$ cat config.mk
export PLATFORM = sky130hd
export DESIGN_NAME = spi_sclk_gen
export DESIGN_NICKNAME = d
export VERILOG_FILES = /design/src/rtl/spi_sclk_pkg.sv /design/src/rtl/spi_sclk_prescale.sv /design/src/rtl/spi_sclk_baudcnt.sv /design/src/rtl/spi_sclk_gen.sv
export SDC_FILE = /design/constraint.sdc
export NUM_CORES = 1
export LEC_CHECK = 0
export BUFFER_PORTS_ARGS = -buffer_cell sky130_fd_sc_hd__buf_2
export CAP_MARGIN = 25
export CORE_MARGIN = 2
export CORE_UTILIZATION = 50
export CTS_BUF_LIST = sky130_fd_sc_hd__clkbuf_2
export DETAILED_ROUTE_END_ITERATION = 10
export GPL_TIMING_DRIVEN = 0
export PLACE_DENSITY = 0.74
export SYNTH_ARGS = -nofsm -noshare
export SYNTH_HDL_FRONTEND = slang
export SYNTH_SLANG_ARGS = --single-unit
$ cat constraint.sdc
create_clock -name clk -period 3.5 [get_ports clk]
set_clock_uncertainty 0.2 [all_clocks]
set_input_delay 0 -clock clk [delete_from_list [all_inputs] [get_ports clk]]
set_output_delay 0 -clock clk [all_outputs]
set_load 0.02 [all_outputs]
$ cat src/rtl/spi_sclk_pkg.sv
package spi_sclk_pkg;
    typedef enum logic [1:0] {
        ST_IDLE = 2'd0,
        ST_LOW  = 2'd1,
        ST_HIGH = 2'd2
    } sclk_state_e;
endpackage

$ cat src/rtl/spi_sclk_prescale.sv
module spi_sclk_prescale #(
    parameter int DIV_W = 2
) (
    input  logic             clk,
    input  logic             rst_n,
    input  logic             hold,
    input  logic [DIV_W-1:0] div_sel,
    output logic             tick
);
    localparam int PRE_MAX = 2 << ((1 << DIV_W) - 1);
    localparam int PRE_W   = $clog2(PRE_MAX);

    logic [PRE_W:0]   span;
    logic [PRE_W-1:0] last;
    logic [PRE_W-1:0] cnt;

    always_comb begin
        span = (PRE_W+1)'(2) << div_sel;
        last = PRE_W'(span - 1'b1);
        tick = !hold && (cnt == last);
    end

    always_ff @(posedge clk or negedge rst_n) begin
        if (!rst_n) begin
            cnt <= '0;
        end else if (hold || tick) begin
            cnt <= '0;
        end else begin
            cnt <= cnt + 1'b1;
        end
    end
endmodule

$ cat src/rtl/spi_sclk_baudcnt.sv
module spi_sclk_baudcnt #(
    parameter int BRG_W   = 6,
    parameter int BRG_MIN = 4
) (
    input  logic             clk,
    input  logic             rst_n,
    input  logic             hold,
    input  logic             step,
    input  logic [BRG_W-1:0] baud,
    output logic             half_done
);
    localparam logic [BRG_W-1:0] FLOOR = BRG_W'(BRG_MIN);

    logic [BRG_W-1:0] brg_eff;
    logic [BRG_W-1:0] cnt;

    always_comb begin
        brg_eff   = (baud < FLOOR) ? FLOOR : baud;
        half_done = !hold && step && (cnt == brg_eff);
    end

    always_ff @(posedge clk or negedge rst_n) begin
        if (!rst_n) begin
            cnt <= '0;
        end else if (hold || half_done) begin
            cnt <= '0;
        end else if (step) begin
            cnt <= cnt + 1'b1;
        end
    end
endmodule

$ cat src/rtl/spi_sclk_gen.sv
module spi_sclk_gen #(
    parameter int DIV_W   = 2,
    parameter int BRG_W   = 6,
    parameter int BRG_MIN = 4
) (
    input  logic             clk,
    input  logic             rst_n,
    input  logic             en,
    input  logic [DIV_W-1:0] div_sel,
    input  logic [BRG_W-1:0] baud,
    input  logic             cpol,
    output logic             sclk_raw,
    output logic             sclk,
    output logic             lead_stb,
    output logic             trail_stb
);
    import spi_sclk_pkg::*;

    sclk_state_e state, state_nx;
    logic        hold;
    logic        tick;
    logic        half_done;

    assign hold = (state == ST_IDLE) || !en;

    spi_sclk_prescale #(.DIV_W(DIV_W)) u_pre (
        .clk     (clk),
        .rst_n   (rst_n),
        .hold    (hold),
        .div_sel (div_sel),
        .tick    (tick)
    );

    spi_sclk_baudcnt #(.BRG_W(BRG_W), .BRG_MIN(BRG_MIN)) u_brg (
        .clk       (clk),
        .rst_n     (rst_n),
        .hold      (hold),
        .step      (tick),
        .baud      (baud),
        .half_done (half_done)
    );

    always_comb begin
        state_nx = state;
        if (!en) begin
            state_nx = ST_IDLE;
        end else begin
            unique case (state)
                ST_IDLE: state_nx = ST_LOW;
                ST_LOW:  if (half_done) state_nx = ST_HIGH;
                ST_HIGH: if (half_done) state_nx = ST_LOW;
                default: state_nx = ST_IDLE;
            endcase
        end
    end

    always_ff @(posedge clk or negedge rst_n) begin
        if (!rst_n) begin
            state <= ST_IDLE;
        end else begin
            state <= state_nx;
        end
    end

    always_comb begin
        sclk_raw  = 1'b0;
        lead_stb  = 1'b0;
        trail_stb = 1'b0;
        unique case (state)
            ST_IDLE: ;
            ST_LOW:  lead_stb = half_done;
            ST_HIGH: begin
                sclk_raw  = 1'b1;
                trail_stb = half_done;
            end
            default: ;
        endcase
        sclk = sclk_raw ^ cpol;
    end
endmodule

# == After elaboration in Yosys (flattened, before gate mapping) ==
# Cells that the tools add are included.
# op_classes
add_sub_neg,3
n_bitwise,1
n_mux,11
eq_ne,6
reduce_logical,11
order_cmp,1
shift,1
# op_table
operator,n
two-way mux 6 bit,3
adder 6 x 1 -> 6 bit (second input constant),1
== test 6 bit,1
< comparator 6 x 3 -> 1 bit (second input constant),1
two-way mux 2 bit,3
inequality test 3 bit (second input constant),2
one-hot mux 2 bit (3 select lines),1
adder 4 x 1 -> 4 bit (second input constant),1
== test 4 bit,1
two-way mux 4 bit,1
left shift 2 x 2 -> 4 bit (first input constant),1
subtractor 4 x 1 -> 4 bit (second input constant),1
logical AND 1 bit,3
logical OR 1 bit,3
two-way mux 1 bit,3
== test 2 x 1 -> 1 bit (second input constant),1
== test 2 bit (second input constant),1
logical NOT 1 bit,2
logical NOT 2 bit,1
AND reduction 2 bit,1
nonzero test 2 bit,1
XOR 1 bit,1
# totals
wordCells,37
inputBits,12
register_bits,12
out_inout_bits,4

# == Depth between registers and ports, before layout ==
# Gate-level depths: netlist (run 1).
# logic_depth
depth_word,9
mapped_depth,6
depth_no_buf,5

# == Modules after synthesis ==
# From an unflattened synthesis (run 1), not the netlist that was laid out.
# hier_totals
cells_unflattened,68
hier_area_um2,760.7
# modules_own_cells
module,seq_area_each_um2,n_inst,area_per_inst_um2,cells_each
spi_sclk_baudcnt,150.1,1,400.4,37
spi_sclk_prescale,100.1,1,235.2,20
spi_sclk_gen,50.0,1,125.1,11

# == Worst setup path after synthesis (run 1) ==
# OpenSTA, ideal clock, no wires.
# synth_timing
path_type,register to output
startpoint,register u_pre.cnt[3]
endpoint,output port trail_stb
required_time_ns,3.300
setup_slack_ns,1.679
n_path_buf,0
arrival_ns,1.621
path_stages_with_launch,6
path_cell_list,dfrtp_1 -> xnor2_1 -> nand3_1 -> o21a_1 -> or2_4 -> nor3_1
# synth_between
elab_chain_cells,5
# synth_lines
element,line_no,rtl
start: declaration,spi_sclk_prescale.sv:15,logic [PRE_W-1:0] cnt;
start signal: assignment,spi_sclk_prescale.sv:29,cnt <= cnt + 1'b1;
== test 4 bit,spi_sclk_prescale.sv:20,tick = !hold && (cnt == last);
logical AND 1 bit,spi_sclk_prescale.sv:20,
logical AND 1 bit (2 in series),spi_sclk_baudcnt.sv:19,half_done = !hold && step && (cnt == brg_eff);
two-way mux 1 bit,spi_sclk_gen.sv:69,unique case (state)
end: declaration,spi_sclk_gen.sv:15,output logic trail_stb
# No other way between the ends.

# == Worst setup path in the final report (run 1) ==
# layout_timing
startpoint,register u_brg.cnt[2]
endpoint,output port lead_stb
# layout_between
elab_chain_cells,3
# layout_lines
element,line_no,rtl
start: declaration,spi_sclk_baudcnt.sv:15,logic [BRG_W-1:0] cnt;
start signal: assignment,spi_sclk_baudcnt.sv:28,cnt <= cnt + 1'b1;
== test 6 bit,spi_sclk_baudcnt.sv:19,
logical AND 1 bit,spi_sclk_baudcnt.sv:19,
two-way mux 1 bit,spi_sclk_gen.sv:69,
end: declaration,spi_sclk_gen.sv:14,"output logic lead_stb,"
# No other way between the ends.

==> flow_summary.ini, run 1 <==
[place]
place_congestion = 0.7420
hpwl_um = 1177
io_buffers = 15
dp_slack_ps = 1666

[global_routing]
grt-ovfl-total = 0
grt_pass1_vias = 730
grt_pass1_wl_um = 3001
grt_start_max_net_pins = 13
grt_usage_pct = 21.74
antenna_found_initial = 0

[timing]
report.final.slew_viol_count = 0
finalHoldViolations = 0
slew_headroom_pct = 57.99
grt_setup_unrepaired = false
fin_tns_setup_ps = 0
fmax_mhz = 462.4
timing.final.crit_share_pct = 61.79
layout_setup_ws_ps = 1338
worst_pin_slew_ps = 626.0
min_period_ps = 2162
setup_violations = 0

[power]
seqPwrFrac_pct = 57.1
p_leak_uw = 0.0004189
power.share.combinational_pct = 13.4
p_per_area_nw_per_um2 = 270.3
switching_share_pct = 27.89
clock_power_share_pct = 29.5
p_switching_uw = 69.51
p_int_uw = 179.8
peakVddDrop_mv = 0.1710

[synthesis]
synth_compound_area_share_pct = 14.15
synth_area_leader_cell = dfrtp_1
synth-edff-count = 0
synth_area_sq_um = 778.2
synth_xor_area_share_pct = 9.003
synth_cells = 89
ys_async_sr_fraction_pct = 100.0
synth_top_family_by_area = simple AND/OR/NAND/NOR gates
ys.flop_type = dfrtp_1
yosys_warnings = 0
synthAdderAreaFrac_pct = 3.215
synth_seq_cells = 12
synth_top_area_share_pct = 38.59
yosys-top-cells-area = dfrtp_1, nand3_1, xor2_1
yosys-top-cells-count = dfrtp_1, nand3_1, nand2_1
synth.area.mux_share_pct = 1.286
avgSynthCellArea_sq_um = 8.744
synth_seq_area_share_pct = 38.59
synth.distinct_cells = 31
synth_nets = 103
yosys.area_share.simple_pct = 30.71

[clocking]
numClockSinks = 12
root_buffer = clkbuf_2
htreeDepth = 1
cts_buffers = 3
clk_latency_ps = 270
cts_tree = done
post-cts-setup-buffer-count = 0
cts_buffer_depth = 2
clkTransAtPathRegs_ps = 120

[worst_setup_path]
worstPathArrival_ps = 1960
path_max_fanout = 7
worstSetupEndpointType = output pin
cp.required_ps = 3300
crit_path_cell_trace = inv_1 -> a221oi_1 -> nand4_1 -> or2_4 -> nor4_2 -> buf_2
max_stage_delay_ps = 460
start_kind = flip-flop
critPathKind = flip-flop to output pin
cp_slowest_cell = dfrtp_1

[layout]
area_growth_pct = 18.49
drive_gt1_share_pct = 19.82
utilization_pct = 61.93
diodes = 0
finalNetCount = 126

[detailed_routing]
num_vias = 723
drt_pass1_iterations = 5
wire_per_inst_um = 13.43
drt_iter0_drc = 19
drtAntennaViolNets = 0
drc_errors = 0
drt-vias-per-instance = 5.693
drt_wl_total_um = 1706

[floorplanning]
dieWidth_um = 43.45
io_pins = 16
dieArea_sq_um = 1888
initial_core_util_pct = 52.27
die_y_um = 43.45
rows = 14
core_sq_um = 1489

[outcome]
status = complete, no violations

[job]
cap_viol_max_count = 0

[hold_path]
min_path_type = primary input to output pin
[layout by cell type (no fill, tap or decap), types with 2 or more instances in the layout]
cell           instances
nor4_1                 3
a31oi_1                4
o21ai_0                2
dlygate4sd3_1          3
xor2_1                 6
dfrtp_1               12
nand4_1                2
ha_1                   2
nand3_1               12
xnor2_1                2
nand2_1                9
clkbuf_2               3
buf_2                 16
inv_1                  4
nor2_1                 5
nor3_1                 5
a21oi_1                2
nand3b_1               3
[final cells by class]
class / instances / area [sq um]
Inverter: 4 / 15.01
Multi-Input combinational cell: 71 / 454.2
Clock inverter: 1 / 3.754
Tap cell: 16 / 20.02
Clock buffer: 3 / 15.01
Sequential cell: 12 / 300.3
Fill cell: 132 / 566.8
Timing Repair Buffer: 18 / 105.1
Buffer: 2 / 8.758
[stage by stage]
| step | std cells | total power, uW | hold WS, ps | cell area (sq um) |
|---|---|---|---|---|
| 2_1_floorplan | 89 | 159.4 | -495.6 | 778.2 |
| 3_3_place_gp | 120 | 174.5 | -311.3 | 873.3 |
| 3_5_place_dp | 120 | 175.8 | -304.2 | 873.3 |
| 4_1_cts | 127 | 252.1 | 82.73 | 922.1 |
| 5_1_grt | 127 | 262.1 | 111.9 | 922.1 |
| 6_report | 127 | 249.3 | 83.94 | 922.1 |
[registers in the layout (all words and copies together), names as in the netlist]
signal,cells
u_pre.cnt,4
state,2
u_brg.cnt,6
[metal layers]
| metal | track usage, % | vias to the layer above | share of wire [%] |
|---|---|---|---|
| met4 | 9.697 | 0 | 0 |
| met2 | 37.01 | 15 | 51 |
| li1 | - | 372 | - |
| met5 | 0 | - | 0 |
| met3 | 3.750 | 0 | 3.2 |
| met1 | 26.93 | 336 | 45 |
[kinds of logic (layout without fill, tap and decap cells)]
| group | after synthesis | in the layout |
|---|---|---|
| xor+xnor | 8 | 8 |
| compound gates | 15 | 15 |
| flops | 12 | 12 |
| simple gates | 45 | 45 |
| mux | 1 | 1 |
| buf+inv | 6 | 28 |
| fa+ha+maj | 2 | 2 |
[power groups by stage]
stage          Combinational (uW)  Clock, uW  Sequential (uW)
6_report                     33.3       73.5              142
5_1_grt                      38.0       81.2              143
4_1_cts                      33.5       76.1              142
3_5_place_dp                 30.7          0              145
3_3_place_gp                 29.4          0              145
2_1_floorplan                14.7          0              145
[worst max-delay path: cells and delay by family, from the launching register on]
kind | cells | cell delay (ps)
AOI/OAI and AO/OA | 1 | 260
buffers and inverters | 2 | 320
DFF | 1 | 460
and+or+nand+nor | 3 | 650
[path summary, 6_finish.rpt]
check | endpoint | startpoint | cells after the start | slack [ps]
max | lead_stb | u_brg.cnt[2] | 6 | 1340
min | sclk | cpol | 3 | 80
max reg2reg | u_brg.cnt[2] | u_pre.cnt[3] | 5 | 1670
min reg2reg | u_pre.cnt[0] | u_pre.cnt[0] | 1 | 340
max in group asynchronous | u_brg.cnt[4] | rst_n | 3 | 2140
min in group asynchronous | u_brg.cnt[1] | rst_n | 3 | 600
[repair_timing]
| item | CTS | global route |
|---|---|---|
| resized for setup | 0 | 0 |
| endpoints found under the hold margin | 14 | 0 |
| hold buffers | 3 | 0 |
No activity file was read; power rests on OpenSTA's default activity.
==> run 2, diff against run 1 <==
==> constraint.sdc (replaced) <==
create_clock -name clk -period 2.2 [get_ports clk]
set_clock_uncertainty 0.2 [all_clocks]
set_input_delay 0 -clock clk [delete_from_list [all_inputs] [get_ports clk]]
set_output_delay 0 -clock clk [all_outputs]
set_load 0.02 [all_outputs]
==> run 2 against run 1 <==
  * Non-clock buffer count is 5 higher
  * Setup slack lost 1200 ps
  * Global-route usage unchanged
  * Wire length rose by 8.1%
  * Critical path type unchanged
==> flow_summary.ini, run 2 (synthesized netlist as in run 1, its figures left out) <==
[outcome]
status = complete, no violations

[layout]
drive_gt1_share_pct = 28.45
top_register = u_brg.cnt
finalNetCount = 131
reg_top3 = u_brg.cnt (6), u_pre.cnt (4), state (2)
n_fill_cell = 133
mostFrequentLayoutCells = buf_2, nand3_1, nand2_1, dfrtp_1
largest_reg_flops = 6
finalNonFillerCells = 132
layout.cells.most_common = buf_2
diodes = 0
area_growth_pct = 27.17

[clocking]
cts_buffer_depth = 2
htreeDepth = 1
clkTransAtPathRegs_ps = 120
root_buffer = clkbuf_2
cts_tree = done
numClockSinks = 12
cts_buffers = 3
clk_latency_ps = 270

[power]
p_leak_uw = 0.0004469
peakVddDrop_mv = 0.2747
fin_total_pwr_uw = 400.9
p_per_area_nw_per_um2 = 405.1

[global_routing]
antenna_found_initial = 0
grt.met1_usage_pct = 26.93
met3_usage_pct = 3.750
grt_pass1_vias = 730
grt_usage_pct = 21.74
grt_start_max_net_pins = 13
grt_pass1_wl_um = 3001
grt_busiest_layer = met2
grt-ovfl-total = 0
grtUsageMet2_pct = 37.01

[place]
io_buffers = 15
place_congestion = 0.7420
hpwl_um = 1177
dp.cells = 120

[worst_setup_path]
critPathKind = flip-flop to output pin
max_stage_delay_ps = 440
cp.required_ps = 2000
rrSetupSlack_ps = 330
worstPathArrival_ps = 1910
reg2reg_from = state[1]
worstSetupEndpointType = output pin
start_kind = flip-flop
startpoint = u_pre.cnt[3]
crit_path_cell_trace = xnor2_2 -> nand3_1 -> o21a_2 -> or2_4 -> nor4_4 -> buf_4
path_max_fanout = 8
cp_slowest_cell = dfrtp_1

[floorplanning]
initial_core_util_pct = 52.27
die_y_um = 43.45
dieWidth_um = 43.45
dieArea_sq_um = 1888
io_pins = 16
rows = 14
core_sq_um = 1489

[timing]
timing.final.crit_share_pct = 95.72
setup_violations = 0
slew_headroom_pct = 58.10
min_period_ps = 2106
fmax_mhz = 474.9
worst_pin_slew_ps = 621.9
finalHoldViolations = 0
report.final.slew_viol_count = 0

[detailed_routing]
drt_wl_total_um = 1844
drt_pass1_iterations = 4
drtAntennaViolNets = 0
drt_iter0_drc = 10
wire_per_inst_um = 13.97
num_vias = 759
drt-vias-per-instance = 5.750
drc_errors = 0

[hold_path]
min_from = baud[2]
min_path_type = primary input to flip-flop

[job]
cap_viol_max_count = 0
==> run 2: cell count changes in the layout (fill, tap and decap cells not counted), sizes merged <==
| cell | change |
|---|---|
| buf | +5 |
==> run 2: timing repair <==
action / CTS / global route
endpoints found under the setup margin: 0 / 2
endpoints found under the hold margin: 14 / 0
hold buffers: 3 / 0
buffers inserted: 0 / 5
resized for setup: 0 / 8
==> run 2: where the power goes <==
group	internal [uW]	switching [uW]
Combinational	24.3	32.2
Sequential	223	3.21
Clock	39.5	78.5
==> run 2: per-layer routing <==
metal | part of all wire, % | wire length, um
met4 | 2.4 | 44
met3 | 3.5 | 65
met5 | 0 | 0
met1 | 42 | 778
met2 | 52 | 955
==> run 2: area by class of cell <==
type | instances | area [sq um] | area share [%]
plain buffers | 2 | 8.758 | 0.8850
clock buffers | 3 | 15.01 | 1.517
clock inverters | 1 | 3.754 | 0.3793
inverters | 4 | 15.01 | 1.517
multi-input cells | 71 | 478.0 | 48.29
flip-flops and latches | 12 | 304.0 | 30.72
well taps | 16 | 20.02 | 2.023
repair buffers | 23 | 145.1 | 14.66
==> run 2: path summary, 6_finish.rpt <==
kind                                end  depth (start not counted)
setup / recovery               lead_stb                          6
hold / removal                 state[0]                          5
setup reg to reg           u_pre.cnt[2]                          3
hold reg to reg            u_pre.cnt[0]                          1
max in group asynchronous  u_brg.cnt[3]                          3
min in group asynchronous  u_pre.cnt[1]                          3
==> run 2: critical path: cells and delay by family (launching register included) <==
| kind | cells | cell delay (ps) |
|---|---|---|
| simple gates | 3 | 580 |
| flops | 1 | 440 |
| compound gates | 1 | 270 |
| buf+inv | 1 | 190 |
| xor+xnor | 1 | 140 |
==> run 2: metrics by stage <==
stage / setup TNS (ps) / instance area [sq um] / setup slack (ps) / util, % / hold slack, ps
finish: 0 / 989.7 / 94.12 / 66.47 / 61.09
floorplan: 0 / 778.2 / 378.8 / - / -495.6
global placement: 0 / 873.3 / 424.5 / 58.66 / -311.3
detailed placement: 0 / 873.3 / 366.0 / 58.66 / -304.2
global route: -16.59 / 989.7 / -9.194 / 66.47 / 105.7
CTS: 0 / 922.1 / 89.22 / 61.93 / 82.73
